**src/rtl/eebb_pkg.sv**
```systemverilog
package eebb_pkg;

  // Bit positions in the control register; software decodes these.
  localparam int unsigned BIT_EXT_ACK = 7;
  localparam int unsigned BIT_EXT_REQ = 6;
  localparam int unsigned BIT_MODE    = 5;
  localparam int unsigned BIT_READY   = 4;
  localparam int unsigned BIT_CS      = 3;
  localparam int unsigned BIT_SK      = 2;
  localparam int unsigned BIT_DOUT    = 1;
  localparam int unsigned BIT_DIN     = 0;

  // Writable portion of the control register.
  typedef struct packed {
    logic ext_req;
    logic mode;
    logic cs;
    logic sk;
    logic dout;
  } eebb_ctl_t;

  localparam eebb_ctl_t CTL_RESET = '{default: 1'b0};

endpackage

```
**src/rtl/eebb_sync.sv**
```systemverilog
module eebb_sync #(
  parameter int WIDTH  = 2,
  parameter int STAGES = 2
) (
  input  logic             clk,
  input  logic             rst_n,
  input  logic [WIDTH-1:0] async_in,
  output logic [WIDTH-1:0] sync_out
);

  logic [WIDTH-1:0] stage_q [STAGES];

  for (genvar gi = 0; gi < STAGES; gi++) begin : g_stage
    if (gi == 0) begin : g_first
      always_ff @(posedge clk or negedge rst_n) begin
        if (!rst_n) stage_q[gi] <= '0;
        else        stage_q[gi] <= async_in;
      end
    end else begin : g_next
      always_ff @(posedge clk or negedge rst_n) begin
        if (!rst_n) stage_q[gi] <= '0;
        else        stage_q[gi] <= stage_q[gi-1];
      end
    end
  end

  assign sync_out = stage_q[STAGES-1];

endmodule

```
**src/rtl/eebb_arbiter.sv**
```systemverilog
module eebb_arbiter (
  input  logic clk,
  input  logic rst_n,
  input  logic req,
  input  logic mem_busy,
  output logic grant,
  output logic grant_set
);

  logic grant_q;

  // A pending request is taken only on an idle memory-port cycle.
  always_comb grant_set = req && !grant_q && !mem_busy;

  always_ff @(posedge clk or negedge rst_n) begin
    if (!rst_n)         grant_q <= 1'b0;
    else if (!req)      grant_q <= 1'b0;
    else if (grant_set) grant_q <= 1'b1;
  end

  assign grant = grant_q;

  p_grant_when_idle_r3: assert property (@(posedge clk) disable iff (!rst_n)
    $rose(grant_q) |-> $past(!mem_busy && req));

  p_grant_kept_r9: assert property (@(posedge clk) disable iff (!rst_n)
    (grant_q && req) |=> grant_q);

  p_release_r8: assert property (@(posedge clk) disable iff (!rst_n)
    !req |=> !grant_q);

endmodule

```
**src/rtl/eebb_ready_timer.sv**
```systemverilog
module eebb_ready_timer #(
  parameter int DELAY_CYC = 80
) (
  input  logic clk,
  input  logic rst_n,
  input  logic hold,       // stored mode request
  input  logic granted,    // current grant
  input  logic grant_set,  // grant is taken at this edge
  input  logic restart,    // qualifying register write at this edge
  output logic ready
);

  localparam int CW = $clog2(DELAY_CYC + 1);
  localparam logic [CW-1:0] LOAD = CW'(DELAY_CYC - 1);

  logic          ready_q;
  logic          run_q;
  logic [CW-1:0] cnt_q;

  always_ff @(posedge clk or negedge rst_n) begin
    if (!rst_n) begin
      ready_q <= 1'b0;
      run_q   <= 1'b0;
      cnt_q   <= '0;
    end else if (!hold) begin
      ready_q <= 1'b0;
      run_q   <= 1'b0;
      cnt_q   <= '0;
    end else if (grant_set) begin
      ready_q <= 1'b1;      // first grant: flag only, no delay
      run_q   <= 1'b0;
    end else if (restart) begin
      ready_q <= 1'b0;
      run_q   <= 1'b1;
      cnt_q   <= LOAD;
    end else if (run_q) begin
      if (cnt_q == '0) begin
        ready_q <= 1'b1;
        run_q   <= 1'b0;
      end else begin
        cnt_q <= cnt_q - 1'b1;
      end
    end
  end

  assign ready = ready_q;

  p_ready_needs_grant_r4: assert property (@(posedge clk) disable iff (!rst_n)
    ready_q |-> granted);

  p_first_grant_ready_r4: assert property (@(posedge clk) disable iff (!rst_n)
    $rose(granted) |-> ready_q);

  p_low_while_timing_r7: assert property (@(posedge clk) disable iff (!rst_n)
    run_q |-> !ready_q);

  p_count_in_range_r7: assert property (@(posedge clk) disable iff (!rst_n)
    cnt_q <= LOAD);

endmodule

```
**src/rtl/eeprom_bitbang_port.sv**
```systemverilog
module eeprom_bitbang_port
  import eebb_pkg::*;
#(
  parameter int          ADDR_W         = 8,
  parameter logic [7:0]  CTL_ADDR       = 8'h1E,
  parameter int          CLK_FREQ_MHZ   = 100,
  parameter int          READY_DELAY_NS = 800
) (
  input  logic              clk,
  input  logic              rst_n,
  input  logic [ADDR_W-1:0] addr,
  input  logic              wr_en,
  input  logic [7:0]        wdata,
  output logic [7:0]        rdata,
  input  logic              mem_busy,
  output logic              ee_sel,
  output logic              ext_arb_req,
  input  logic              ext_arb_ack,
  output logic              ee_cs,
  output logic              ee_sk,
  output logic              ee_di,
  input  logic              ee_do
);

  localparam int DELAY_RAW = (CLK_FREQ_MHZ * READY_DELAY_NS + 999) / 1000;
  localparam int DELAY_CYC = (DELAY_RAW < 1) ? 1 : DELAY_RAW;

  eebb_ctl_t ctl_q;
  logic      hit;
  logic      wr_hit;
  logic      grant;
  logic      grant_set;
  logic      ready;
  logic      ack_s;
  logic      din_s;
  logic      unused_wbits;

  assign hit    = (addr == ADDR_W'(CTL_ADDR));
  assign wr_hit = wr_en && hit;
  assign unused_wbits = ^{wdata[BIT_EXT_ACK], wdata[BIT_READY], wdata[BIT_DIN]};

  always_ff @(posedge clk or negedge rst_n) begin
    if (!rst_n) begin
      ctl_q <= CTL_RESET;
    end else if (wr_hit) begin
      ctl_q.ext_req <= wdata[BIT_EXT_REQ];
      ctl_q.mode    <= wdata[BIT_MODE];
      ctl_q.cs      <= wdata[BIT_CS];
      ctl_q.sk      <= wdata[BIT_SK];
      ctl_q.dout    <= wdata[BIT_DOUT];
    end
  end

  eebb_sync #(.WIDTH(2), .STAGES(2)) u_sync (
    .clk      (clk),
    .rst_n    (rst_n),
    .async_in ({ext_arb_ack, ee_do}),
    .sync_out ({ack_s, din_s})
  );

  eebb_arbiter u_arb (
    .clk       (clk),
    .rst_n     (rst_n),
    .req       (ctl_q.mode),
    .mem_busy  (mem_busy),
    .grant     (grant),
    .grant_set (grant_set)
  );

  eebb_ready_timer #(.DELAY_CYC(DELAY_CYC)) u_timer (
    .clk       (clk),
    .rst_n     (rst_n),
    .hold      (ctl_q.mode),
    .granted   (grant),
    .grant_set (grant_set),
    .restart   (wr_hit && grant && wdata[BIT_MODE]),
    .ready     (ready)
  );

  // Pin mux: register bits only reach the pins under a grant.
  assign ee_sel      = grant;
  assign ee_cs       = grant & ctl_q.cs;
  assign ee_sk       = grant & ctl_q.sk;
  assign ee_di       = grant & ctl_q.dout;
  assign ext_arb_req = ctl_q.ext_req;

  always_comb begin
    rdata = '0;
    if (hit) begin
      rdata[BIT_EXT_ACK] = ack_s;
      rdata[BIT_EXT_REQ] = ctl_q.ext_req;
      rdata[BIT_MODE]    = ctl_q.mode;
      rdata[BIT_READY]   = ready;
      rdata[BIT_CS]      = ctl_q.cs;
      rdata[BIT_SK]      = ctl_q.sk;
      rdata[BIT_DOUT]    = ctl_q.dout;
      rdata[BIT_DIN]     = grant & din_s;
    end
  end

  p_pins_idle_r6: assert property (@(posedge clk) disable iff (!rst_n)
    !ee_sel |-> (!ee_cs && !ee_sk && !ee_di));

  p_ready_implies_sel_r4: assert property (@(posedge clk) disable iff (!rst_n)
    rdata[BIT_READY] |-> ee_sel);

endmodule

```
**config.mk**
```make
export PLATFORM = sky130hd
export DESIGN_NAME = eeprom_bitbang_port
export DESIGN_NICKNAME = d
export VERILOG_FILES = /design/src/rtl/eebb_pkg.sv /design/src/rtl/eebb_sync.sv /design/src/rtl/eebb_arbiter.sv /design/src/rtl/eebb_ready_timer.sv /design/src/rtl/eeprom_bitbang_port.sv
export SDC_FILE = /design/constraint.sdc
export NUM_CORES = 1
export LEC_CHECK = 0
export ABC_CLOCK_PERIOD_IN_PS = 4300
export BUFFER_PORTS_ARGS = -buffer_cell sky130_fd_sc_hd__buf_2
export CAP_MARGIN = 20
export CORE_MARGIN = 4
export CORE_UTILIZATION = 37
export DETAILED_ROUTE_END_ITERATION = 8
export SYNTH_ARGS = -nofsm -noshare
export SYNTH_HDL_FRONTEND = slang
export SYNTH_SLANG_ARGS = --single-unit
```
**constraint.sdc**
```tcl
create_clock -name clk -period 4.3 [get_ports clk]
set_input_delay 0.86 -clock clk [delete_from_list [all_inputs] [get_ports clk]]
set_output_delay 0.86 -clock clk [all_outputs]
set_load 0.02 [all_outputs]
```
Yosys cells after proc, flatten, opt, wreduce, memory -nomap -nowiden --
Cells that the tools add are included.
Cells by class: $add $sub $neg 1, equal/unequal tests 7, multiplexer cells 18, bitwise gates (word level) 4, reductions and logical operators 10
Operator list (number):
- $mux 7 | 5
- $mux 1 | 12
- $eq 8x5->1 const B | 1
- $mux 8 | 1
- $ne 4x1->1 const B | 2
- $logic_not 7->1 | 1
- $sub 7x1->7 const B | 1
- $logic_and 1x1->1 | 5
- $and 1x1->1 | 4
- $ne 3x1->1 const B | 1
- $ne 3x2->1 const B | 1
- $reduce_and 3->1 | 1
- $logic_not 1->1 | 2
- $ne 2x1->1 const B | 1
- $ne 2x2->1 const B | 1
- $reduce_and 2->1 | 1
Storage, ports and cells: register bits after elaboration 19, input port bits 22, output and inout port bits 13, word-level logic and storage cells 51

Longest topological paths before layout --
depth after elaboration 7, gate-level depth with buffers 6, mapped depth without buffers 6

By module --
Synthesis repeated with hierarchy kept, for this count alone.
Unflattened totals: cell total of the unflattened synthesis 89, area total of the unflattened synthesis 1004.7 um^2
By module, submodules not included:
- eebb_ready_timer | instances 1, cells an instance 50, area an instance 510.5 um^2, seq. area each 225.2 um^2
- eeprom_bitbang_port | instances 1, cells an instance 29, area an instance 330.3 um^2, seq. area each 125.1 um^2
- eebb_sync | instances 1, cells an instance 6, area an instance 115.1 um^2, seq. area each 100.1 um^2
- eebb_arbiter | instances 1, cells an instance 4, area an instance 48.8 um^2, seq. area each 25.0 um^2

Worst setup path before layout --
No wires, ideal clock.
kind in2out, start point input addr[5], end point output rdata[0], data arrival time 1686 ps, required time 3440 ps, path slack 1754 ps, cell stages on the path 4, buffers on the path 1, cells stage by stage nand2b_1 > nor4_2 > buf_2 > and3_1
On the way: longest elaborated chain between the ends 2
RTL lines:
- start: declaration | RTL line eeprom_bitbang_port.sv:11 | input logic [ADDR_W-1:0] addr,
- $eq 8x5->1 | RTL line eeprom_bitbang_port.sv:38 | assign hit = (addr == ADDR_W'(CTL_ADDR));
- $mux 8 | RTL line eeprom_bitbang_port.sv:89 | if (hit) begin
- end: declaration | RTL line eeprom_bitbang_port.sv:14 | output logic [7:0] rdata,
Every way passes these cells.

Worst setup path in the final report --
Ends and elaborated chain as after synthesis.

==> flow_summary.toml <==
[critical_path]
start_kind = "primary input"
crit_fanout = 11
cp.depth = 5
worstPathRequired_ns = 3.44
cp_data_arrival_time_ns = 2.17
r2r_cells = 6
worstSetupEndpointType = "output port"
slowest_stage = "nor4_2"
path_cells = "buf_2 > nand2b_1 > nor4_2 > and3_1 > buf_2"
crit_type = "in -> out"
path_buf_inv = 2
cpLargestDelayFamily = "simple AND/OR/NAND/NOR gates"
crit_path_frequent_cell = "buf_2"
cpPeakStageDelay_ns = 0.67

[yosys]
syn_inst = 83
syn-num-nets = 107
yosysWarningCount = 0
netlist_area_sq_um = 981
synth_cell_type_count = 36
ys_seq_area_share_pct = 48.5
yosysTopAreaCell = "dfrtp_1"
synth-edff-count = 0
synth.area.top_cells = "dfrtp_1 48%, and2_1 7.0%, mux2_2 5.7%"
synth_flop_cell = "dfrtp_1"
yosysTopAreaCellShare_pct = 48.5
ys_ff_latch = 19
syn_area_per_cell_sq_um = 11.8
async_flop_share_pct = 100

[floorplan]
die_w_um = 59.5
ios = 35
start_util_pct = 39.2
die_area_sq_um = 3540
die_h_um = 59.5
coreArea_sq_um = 2500
rows = 18

[sta]
finalSetupViolCount = 0
slew_headroom_pct = 47.0
clock-skew-final_ns = 0.00230
timing.fmax_mhz = 330
hold_viol_final = 0
finalCriticalPeriod_ns = 3.03
setup_tns_ns = 0
finalCritPeriodShare_pct = 70.4
rsz0062_at_grt = "false"
tightest_slew_ns = 0.788
slew_violations = 0

[global_routing]
grt_usage_pct = 13.1
grt_pass1_wl_um = 3390
grt_max_degree = 20
grt_pass1_vias = 761
grt_overflow_total = 0
antenna_found_initial = 0

[layout]
fillCellCount = 253
synthToLayoutAreaGrowth_pct = 20.8
final_cells = 145
nets = 140
drive_above_1_share_pct = 41.7
multi_input_area_sq_um = 478
finalInstanceArea_sq_um = 1180
seq_area_sq_um = 475
num_antenna_cells = 0

[power]
power_density_nw_per_um2 = 252
ir_drop_v = 0.000148
power.leakage_nw = 0.605

[clocking]
cts-resized-gates = 0
ctsHoldBuffers = 0
post_cts_buffers = 0
cts_buffers = 3
cts-root-buf = "clkbuf_4"
cts_buffer_depth = 2
clk_latency_ns = 0.30
clock_sinks = 19
htree_levels = 1
cts_tree = "yes"
clk_pin_slew_ns = 0.11

[hold_path]
whs_path_depth = 0
hp-class = "reg -> reg"

[route]
drt_iter0_markers = 6
first_pass_iters = 3
detail_route.wl_per_cell_um = 14.1
ant_nets = 0
finalWirelength_um = 2050
num_vias = 733
drc = 0
viasPerCell = 5.06

[place]
port_buffers = 31
dpl_cell_area_sq_um = 1160
gp_congestion = 0.758
dp_cells = 141
post-dp-hpwl_um = 1580

[flow_run]
maxCapViolations = 0

[run_status]
outcome = "finished, final reports clean"
cell type report:
type / instances / area share [%]
multi-input combinational: 58 / 40.3
sequential: 19 / 40.1
timing repair buffer: 31 / 13.1
tap: 30 / 3.17
clock buffer: 3 / 1.90
inverter: 3 / 0.950
clock inverter: 1 / 0.422
per-stage QoR:
| stage | power (mW) | hold slack [ns] | util (%) | setup slack, ns |
|---|---|---|---|---|
| after floorplan | 0.195 | 0.331 | - | 1.75 |
| final | 0.298 | 0.360 | 47.4 | 1.27 |
| after global routing | 0.314 | 0.372 | 47.4 | 1.12 |
| after global placement | 0.209 | 0.333 | 46.3 | 1.22 |
| after CTS | 0.302 | 0.363 | 47.4 | 1.23 |
| after detailed placement | 0.210 | 0.336 | 46.3 | 1.23 |
logic make-up after synthesis:
| group | count (synthesis) | share of synthesized area, % |
|---|---|---|
| buf+inv | 6 | 2.81 |
| mux | 8 | 9.31 |
| compound gates | 16 | 11.6 |
| simple gates | 30 | 23.5 |
| fa+ha+maj | 2 | 2.55 |
| xor+xnor | 2 | 1.79 |
| flops | 19 | 48.5 |
registers in the layout (all words and copies together), names as in the netlist:
register,flops
u_timer.cnt_q,7
ctl_q,4
u_sync.stage_q,2
u_sync.sync_out,2
ext_arb_req,1
u_arb.grant,1
u_timer.ready,1
u_timer.run_q,1
synth_stat cells (2+ instances only):
cell type and number:
dfrtp_1 19, and2_1 11, mux2_2 5, and3_1 4
a21boi_0 3, a21oi_1 3, inv_1 3, nor2_1 3
o21a_1 3, ha_1 2, mux2i_1 2
per-layer routing:
layer | GRT usage [%] | wire length (um) | share of wire, %
met5 | 0 | 0 | 0
met4 | 7.59 | 49 | 2.4
met2 | 22.6 | 995 | 49
met1 | 14.1 | 850 | 42
met3 | 3.70 | 152 | 7.4
power by group:
part / switching [mW] / internal [mW]
sequential: 0.00371 / 0.183
clock: 0.0576 / 0.0347
combinational: 0.00919 / 0.00973
total: 0.0705 / 0.228
layout by cell type (no fill, tap or decap), types with 2 or more instances in the layout:
cell      instances
buf_2            31
dfrtp_1          19
and2_1           11
mux2_2            5
and3_1            4
inv_1             3
nor2_1            3
a21oi_1           3
o21a_1            3
a21boi_0          3
clkbuf_4          3
mux2i_1           2
ha_1              2
path summary, 6_finish.rpt:
kind,from,endpoint,slack [ns]
hold reg to reg,u_sync.stage_q[2],u_sync.sync_out[0],0.36
setup reg to reg,u_timer.cnt_q[1],u_timer.cnt_q[5],2.52
hold / removal,u_sync.stage_q[2],u_sync.sync_out[0],0.36
setup / recovery,addr[5],rdata[0],1.27
max in group asynchronous,rst_n,ctl_q[1],3.54
min in group asynchronous,rst_n,ext_arb_req,0.47
(Power assumes the default switching activity.)
